[src/rtl/sfm_pkg.sv]
`timescale 1ns/1ps
package sfm_pkg;
    localparam int WORD_W = 32;
    localparam int NB_W   = 3;

    typedef logic [NB_W-1:0] nbytes_t;

    typedef struct packed {
        nbytes_t             nb;
        logic [WORD_W-1:0]   data;
    } ent_t;

    localparam int ENT_W = $bits(ent_t);

    typedef enum logic [1:0] {
        ST_IDLE  = 2'd0,
        ST_SHIFT = 2'd1,
        ST_TAIL  = 2'd2
    } sh_state_e;

    typedef struct packed {
        sh_state_e          st;
        logic [7:0]         div;
        logic [5:0]         edge_n;
        nbytes_t            nb;
        logic [WORD_W-1:0]  txs;
        logic [WORD_W-1:0]  rxs;
        logic               sck;
        logic               armed;
    } sh_t;

    // Write port code to byte count: port 0 carries a full word.
    function automatic nbytes_t port_bytes(input logic [1:0] port);
        return (port == 2'd0) ? nbytes_t'(4) : nbytes_t'({1'b0, port});
    endfunction
endpackage

[src/rtl/sfm_fifo.sv]
`timescale 1ns/1ps
module sfm_fifo #(
    parameter int W     = 35,
    parameter int DEPTH = 63
) (
    input  logic         clk,
    input  logic         rst_n,
    input  logic         push_i,
    input  logic [W-1:0] wdata_i,
    input  logic         pop_i,
    output logic [W-1:0] rdata_o,
    output logic         full_o,
    output logic         empty_o
);
    localparam int PW = (DEPTH > 1) ? $clog2(DEPTH) : 1;
    localparam int CW = $clog2(DEPTH + 1);

    typedef struct packed {
        logic [PW-1:0] wr;
        logic [PW-1:0] rd;
        logic [CW-1:0] cnt;
    } fifo_t;

    fifo_t f_q, f_d;
    logic [W-1:0] mem [DEPTH];
    logic do_push, do_pop;

    function automatic logic [PW-1:0] wrap_inc(input logic [PW-1:0] p);
        return (p == PW'(DEPTH - 1)) ? '0 : p + PW'(1);
    endfunction

    always_comb begin
        f_d     = f_q;
        do_push = push_i && (f_q.cnt != CW'(DEPTH));
        do_pop  = pop_i  && (f_q.cnt != '0);
        if (do_push) f_d.wr = wrap_inc(f_q.wr);
        if (do_pop)  f_d.rd = wrap_inc(f_q.rd);
        if (do_push && !do_pop)      f_d.cnt = f_q.cnt + CW'(1);
        else if (!do_push && do_pop) f_d.cnt = f_q.cnt - CW'(1);
    end

    always_ff @(posedge clk or negedge rst_n) begin
        if (!rst_n) f_q <= '0;
        else        f_q <= f_d;
    end

    always_ff @(posedge clk) begin
        if (do_push) mem[f_q.wr] <= wdata_i;
    end

    assign rdata_o = mem[f_q.rd];
    assign full_o  = (f_q.cnt == CW'(DEPTH));
    assign empty_o = (f_q.cnt == '0);
endmodule

[src/rtl/sfm_shifter.sv]
`timescale 1ns/1ps
module sfm_shifter
    import sfm_pkg::*;
(
    input  logic             clk,
    input  logic             rst_n,
    input  logic             en_i,
    input  logic             cpol_i,
    input  logic             cpha_i,
    input  logic [2:0]       baud_i,
    input  logic             manual_start_i,
    input  logic             start_i,
    input  logic             tx_valid_i,
    input  logic [ENT_W-1:0] tx_ent_i,
    output logic             tx_pop_o,
    input  logic             rx_full_i,
    output logic             rx_push_o,
    output logic [ENT_W-1:0] rx_ent_o,
    output logic             sck_o,
    output logic             mosi_o,
    input  logic             miso_i,
    output logic             busy_o
);
    sh_t        s_q, s_d;
    ent_t       tx_ent, rx_ent;
    logic [7:0] half_m1;
    logic [5:0] last_edge;
    logic       tick, sample_now, shift_now, go;

    assign tx_ent = ent_t'(tx_ent_i);

    always_comb begin
        s_d       = s_q;
        tx_pop_o  = 1'b0;
        rx_push_o = 1'b0;
        half_m1   = (8'd1 << baud_i) - 8'd1;
        tick      = (s_q.div == half_m1);
        // 16 edges per byte; byte count 4 wraps to 0 in two bits
        last_edge = {s_q.nb[1:0] - 2'd1, 4'hF};
        sample_now = (s_q.edge_n[0] == cpha_i);
        shift_now  = cpha_i ? (!s_q.edge_n[0] && (s_q.edge_n != 6'd0))
                            : ( s_q.edge_n[0] && (s_q.edge_n != last_edge));
        go = en_i && tx_valid_i && !rx_full_i
             && (!manual_start_i || s_q.armed || start_i);

        unique case (s_q.st)
            ST_IDLE: begin
                s_d.sck   = cpol_i;
                s_d.div   = '0;
                s_d.armed = tx_valid_i ? (s_q.armed || start_i) : 1'b0;
                if (go) begin
                    tx_pop_o   = 1'b1;
                    s_d.st     = ST_SHIFT;
                    s_d.edge_n = '0;
                    s_d.nb     = tx_ent.nb;
                    s_d.rxs    = '0;
                    s_d.txs    = {tx_ent.data[7:0],   tx_ent.data[15:8],
                                  tx_ent.data[23:16], tx_ent.data[31:24]};
                end
            end
            ST_SHIFT: begin
                s_d.armed = s_q.armed || start_i;
                if (en_i) begin
                    if (tick) begin
                        s_d.div = '0;
                        s_d.sck = ~s_q.sck;
                        if (sample_now) s_d.rxs = {s_q.rxs[WORD_W-2:0], miso_i};
                        if (shift_now)  s_d.txs = {s_q.txs[WORD_W-2:0], 1'b0};
                        if (s_q.edge_n == last_edge) s_d.st = ST_TAIL;
                        else s_d.edge_n = s_q.edge_n + 6'd1;
                    end else begin
                        s_d.div = s_q.div + 8'd1;
                    end
                end
            end
            ST_TAIL: begin
                s_d.armed = s_q.armed || start_i;
                if (en_i) begin
                    if (tick) begin
                        rx_push_o = 1'b1;
                        s_d.st    = ST_IDLE;
                        s_d.div   = '0;
                    end else begin
                        s_d.div = s_q.div + 8'd1;
                    end
                end
            end
            default: s_d.st = ST_IDLE;
        endcase
    end

    // Received bits arrive first byte first; place byte k at bits 8k+7:8k.
    always_comb begin
        rx_ent.nb   = s_q.nb;
        rx_ent.data = '0;
        for (int k = 0; k < 4; k++) begin
            if (k < int'(s_q.nb))
                rx_ent.data[8*k +: 8] = s_q.rxs[8*(int'(s_q.nb) - 1 - k) +: 8];
        end
    end

    always_ff @(posedge clk or negedge rst_n) begin
        if (!rst_n) begin
            s_q        <= '0;
            s_q.st     <= ST_IDLE;
            s_q.nb     <= nbytes_t'(1);
        end else begin
            s_q <= s_d;
        end
    end

    assign rx_ent_o = rx_ent;
    assign sck_o    = s_q.sck;
    assign mosi_o   = s_q.txs[WORD_W-1];
    assign busy_o   = (s_q.st != ST_IDLE);
endmodule

[src/rtl/sfm_engine.sv]
`timescale 1ns/1ps
module sfm_engine
    import sfm_pkg::*;
#(
    parameter int DEPTH = 63,
    parameter int SEL_W = 4
) (
    input  logic              clk,
    input  logic              rst_n,
    input  logic              en_i,
    input  logic              cpol_i,
    input  logic              cpha_i,
    input  logic [2:0]        baud_i,
    input  logic              manual_cs_i,
    input  logic              manual_start_i,
    input  logic              start_i,
    input  logic [SEL_W-1:0]  ss_sel_n_i,
    input  logic              tx_push_i,
    input  logic [1:0]        tx_port_i,
    input  logic [31:0]       tx_word_i,
    output logic              tx_full_o,
    output logic              tx_empty_o,
    input  logic              rx_pop_i,
    output logic [31:0]       rx_word_o,
    output logic [2:0]        rx_nbytes_o,
    output logic              rx_empty_o,
    output logic              busy_o,
    output logic              sck_o,
    output logic              mosi_o,
    input  logic              miso_i,
    output logic [SEL_W-1:0]  ss_n_o
);
    ent_t             tx_in, tx_head, rx_in, rx_head;
    logic             tx_pop, rx_push, rx_full;
    logic [ENT_W-1:0] tx_head_bits, rx_in_bits, rx_head_bits;

    always_comb begin
        tx_in.nb   = port_bytes(tx_port_i);
        tx_in.data = tx_word_i;
    end

    sfm_fifo #(.W(ENT_W), .DEPTH(DEPTH)) u_txq (
        .clk     (clk),
        .rst_n   (rst_n),
        .push_i  (tx_push_i),
        .wdata_i (tx_in),
        .pop_i   (tx_pop),
        .rdata_o (tx_head_bits),
        .full_o  (tx_full_o),
        .empty_o (tx_empty_o)
    );

    assign tx_head = ent_t'(tx_head_bits);

    sfm_shifter u_shift (
        .clk            (clk),
        .rst_n          (rst_n),
        .en_i           (en_i),
        .cpol_i         (cpol_i),
        .cpha_i         (cpha_i),
        .baud_i         (baud_i),
        .manual_start_i (manual_start_i),
        .start_i        (start_i),
        .tx_valid_i     (!tx_empty_o),
        .tx_ent_i       (tx_head),
        .tx_pop_o       (tx_pop),
        .rx_full_i      (rx_full),
        .rx_push_o      (rx_push),
        .rx_ent_o       (rx_in_bits),
        .sck_o          (sck_o),
        .mosi_o         (mosi_o),
        .miso_i         (miso_i),
        .busy_o         (busy_o)
    );

    assign rx_in = ent_t'(rx_in_bits);

    sfm_fifo #(.W(ENT_W), .DEPTH(DEPTH)) u_rxq (
        .clk     (clk),
        .rst_n   (rst_n),
        .push_i  (rx_push),
        .wdata_i (rx_in),
        .pop_i   (rx_pop_i),
        .rdata_o (rx_head_bits),
        .full_o  (rx_full),
        .empty_o (rx_empty_o)
    );

    assign rx_head     = ent_t'(rx_head_bits);
    assign rx_word_o   = rx_head.data;
    assign rx_nbytes_o = rx_head.nb;

    // Manual: lines follow the written pattern; automatic: only during a word.
    assign ss_n_o = (manual_cs_i || busy_o) ? ss_sel_n_i : '1;
endmodule

[config.mk]
export PLATFORM = sky130hd
export DESIGN_NAME = sfm_engine
export DESIGN_NICKNAME = d
export VERILOG_FILES = /design/src/rtl/sfm_pkg.sv /design/src/rtl/sfm_fifo.sv /design/src/rtl/sfm_shifter.sv /design/src/rtl/sfm_engine.sv
export SDC_FILE = /design/constraint.sdc
export NUM_CORES = 2
export LEC_CHECK = 0
export BUFFER_PORTS_ARGS = -buffer_cell sky130_fd_sc_hd__buf_2
export CAP_MARGIN = 40
export CORE_MARGIN = 10
export CORE_UTILIZATION = 55
export DETAILED_ROUTE_END_ITERATION = 10
export PLACE_DENSITY_LB_ADDON = 0.05
export SYNTH_ARGS = -nofsm -noshare
export SYNTH_HDL_FRONTEND = slang
export SYNTH_MEMORY_MAX_BITS = 65536
export SYNTH_SLANG_ARGS = --single-unit
export TNS_END_PERCENT = 30
[constraint.sdc]
create_clock -name clk -period 11.3 [get_ports clk]
set_clock_uncertainty 0.05 [all_clocks]
set_input_delay 3.39 -clock clk [delete_from_list [all_inputs] [get_ports clk]]
set_output_delay 3.39 -clock clk [all_outputs]
set_load 0.005 [all_outputs]
==> out/results.ini <==
[critical_path]
worstRegToRegCells = 10
cp_common_cell = mux4_2
start_kind = flop
cp.depth = 7
max_stage_delay_ps = 930
timing.rr.end = u_shift.s_q[55]
r2r_slack_ps = 5770
crit_buf_inv = 2
crit_family = multiplexers
r2r-start = u_shift.rx_ent_o[32]
setup.worst_path.end_class = output pin
path_cells = buf_12 -> mux4_2 -> mux4_2 -> nor2b_1 -> a211oi_2 -> a21oi_1 -> buf_2
path_class = reg -> out
worstPathArrival_ps = 5030
required_ps = 7860
slowest_stage = dfrtp_4
crit_fanout = 97

[logic_synthesis]
ys_ff_latch = 4531
yosysWarnings = 0
ys_seq_area_frac = 0.766
syn-num-nets = 8288
synth_top_flop_cell = edfxtp_1
yosysUniqueCellTypes = 81
synth_area_um2 = 177000
synth-edff-count = 4410
syn_inst = 8201
avgSynthCellArea_um2 = 21.5
synthArstFlopShare = 0.0267

[run]
drv_cap = 0

[drt]
drtAntennaViolNets = 0
dr.pass1.iters = 6
vias = 88400
via_per_inst = 6.61
finalWirelength_mm = 501
route.detailed.drc = 0
drt_iter0_drc = 10500
route.detailed.wl_per_inst_um = 37.5

[min_path]
hp-class = reg -> reg
hold_end = u_shift.s_q[62]
min-delay-start = u_shift.s_q[62]
hold_depth = 1

[sta]
rsz0062_at_grt = false
setup_tns_ps = 0
period_share = 0.750
fin_ws_ps = 2830
hold_viol = 0
slew_headroom = 0.330
setup_viol = 0
worst_slew_pin_slew_ps = 977
drv_slew = 0
finalCriticalPeriod_ps = 8470
fmax_ghz = 0.118

[die]
row_count = 208
die-area_um2 = 344000
fp.dieW_um = 587
start_util = 0.551
coreArea_um2 = 321000
io_pins = 97
die_h_um = 587

[clock_tree]
cts_resized = 0
cts_tree = built
clock_path_buffers = 4
post_cts_buffers = 0
clock-sinks = 4531
cts_hold_buffers = 0
cts_root_buf = clkbuf_16
htree_levels = 5
cts.reportedPaths.clkPinSlew_ps = 60
clock_latency_ps = 1000
cts-buffers-inserted = 455

[layout]
fillers = 22300
drive_gt1_frac = 0.281
final_nets = 8776
multiInputGateArea_um2 = 40100
synthToLayoutAreaGrowth_pct = 13.3
regArea_um2 = 136000

[place]
pre_cts_ws_ps = 3480
place.gp.congestion = 0.835
port_buffers = 96
hpwlAfterDp_mm = 291

[global_route]
antenna_found_initial = 21
grt_overflow = 0
grt_max_degree = 138
first_global_vias = 88800
grt_pass1_wl_mm = 703
track_usage = 0.286

[pwr]
leakage_nw = 61.1
ir_drop_uv = 168
p_per_area_nw_per_um2 = 212

[status]
status = finished clean

[state kept, by name, indices dropped and copies added, names as in the netlist]
register          count
u_rxq.mem          2205
u_txq.mem          2205
u_shift.s_q          80
u_rxq.f_q            18
u_txq.f_q            18
u_shift.rx_ent_o      3
u_shift.mosi_o        1
u_shift.sck_o         1
[synth_stat cells (all sizes together) (27+ instances only)]
| library cell | count | share of area |
|---|---|---|
| a31oi | 32 | 0.0011 |
| mux2 | 71 | 0.0045 |
| nor3 | 47 | 0.0013 |
| nand4 | 27 | 0.0010 |
| a21oi | 98 | 0.0028 |
| nand2 | 332 | 0.0071 |
| nand2b | 33 | 0.0012 |
| nor2 | 222 | 0.0047 |
| mux2i | 305 | 0.017 |
| inv | 31 | 0.00066 |
| and3 | 37 | 0.0013 |
| a22oi | 58 | 0.0025 |
| nor2b | 57 | 0.0020 |
| edfxtp | 4410 | 0.75 |
| a22o | 50 | 0.0025 |
| o22ai | 59 | 0.0021 |
| mux4 | 1119 | 0.14 |
| nand3 | 85 | 0.0024 |
| ha | 33 | 0.0023 |
| a211oi | 71 | 0.0030 |
| o21ai | 151 | 0.0043 |
| buf | 272 | 0.0093 |
| clkbuf | 192 | 0.0041 |
| dfrtp | 120 | 0.017 |
[per-stage QoR]
stage	instance area [µm²]	total power, mW	hold slack, ps	cells	util
2_1_floorplan	177000	24.6	419	8201	-
3_3_place_gp	184000	27.7	442	12400	0.574
3_5_place_dp	186000	27.9	452	12500	0.579
4_1_cts	200000	42.5	467	13400	0.624
5_1_grt	200000	43.6	492	13400	0.624
6_report	200000	42.3	469	13400	0.624
[worst max-delay path by stage]
| stage | startpoint | to | slack [ps] |
|---|---|---|---|
| floorplan | baud_i[2] | u_rxq.mem[43][0] | 3690 |
| global placement | baud_i[2] | u_rxq.mem[52][11] | 3080 |
| detailed placement | baud_i[2] | u_rxq.mem[50][17] | 3480 |
| CTS | u_rxq.f_q[6] | rx_nbytes_o[2] | 2690 |
| global route | u_rxq.f_q[6] | rx_nbytes_o[2] | 2580 |
| finish | u_rxq.f_q[6] | rx_word_o[21] | 2830 |
[layer usage]
layer / vias up / global-route usage / wire, µm
met5: - / 0 / 53
met4: 8 / 0.123 / 25900
met3: 937 / 0.0477 / 37900
met2: 4164 / 0.474 / 249000
met1: 47800 / 0.381 / 188000
li1: 35500 / - / -
[where the power goes]
part	internal, mW	total, mW	switching [mW]
clock	8.41	14.8	6.34
combinational	2.83	8.05	5.22
sequential	19.2	19.5	0.345
total	30.4	42.3	11.9
[logic make-up (layout without fill, tap and decap cells)]
| family | Yosys count | count (layout) | synth area share |
|---|---|---|---|
| xor gates and xnor gates | 19 | 19 | 0.000942 |
| and+or+nand+nor | 926 | 926 | 0.0245 |
| AOI/OAI and AO/OA | 698 | 698 | 0.0270 |
| buffers and inverters | 497 | 1358 | 0.0140 |
| adders and majority gates | 35 | 35 | 0.00256 |
| DFF | 4531 | 4531 | 0.766 |
| other | 0 | 10 | 0 |
| muxes | 1495 | 1495 | 0.164 |
[worst reg2reg max path: stages (launching register included)]
cell and delay (ps):
dfstp_4 990, inv_1 600, ha_2 470, buf_4 590
xor2_1 180, a311o_1 390, a211oi_1 340, nand4_2 490
nand2_1 350, buf_4 480, mux2_2 460
[cell type report]
class,instances,area share
Tap cell,4305,0.0269
Timing Repair Buffer,495,0.0232
Clock inverter,257,0.0117
Clock buffer,573,0.0604
Sequential cell,4531,0.677
Inverter,33,0.000638
Antenna cell,10,0.000125
Multi-Input combinational cell,3173,0.200
[layout by cell type, fill, tap and decap left out, drive strengths merged, types with 38 or more instances in the layout]
| cell type | instances |
|---|---|
| buf | 495 |
| mux4 | 1119 |
| o21ai | 151 |
| nand2 | 332 |
| nand3 | 85 |
| inv | 46 |
| o22ai | 59 |
| nor3 | 47 |
| mux2i | 305 |
| clkbuf | 573 |
| edfxtp | 4410 |
| dfrtp | 120 |
| clkinv | 189 |
| a22o | 50 |
| a22oi | 58 |
| nor2b | 57 |
| nor2 | 222 |
| mux2 | 71 |
| a211oi | 71 |
| bufinv | 38 |
| a21oi | 98 |
(Power assumes the default switching activity.)
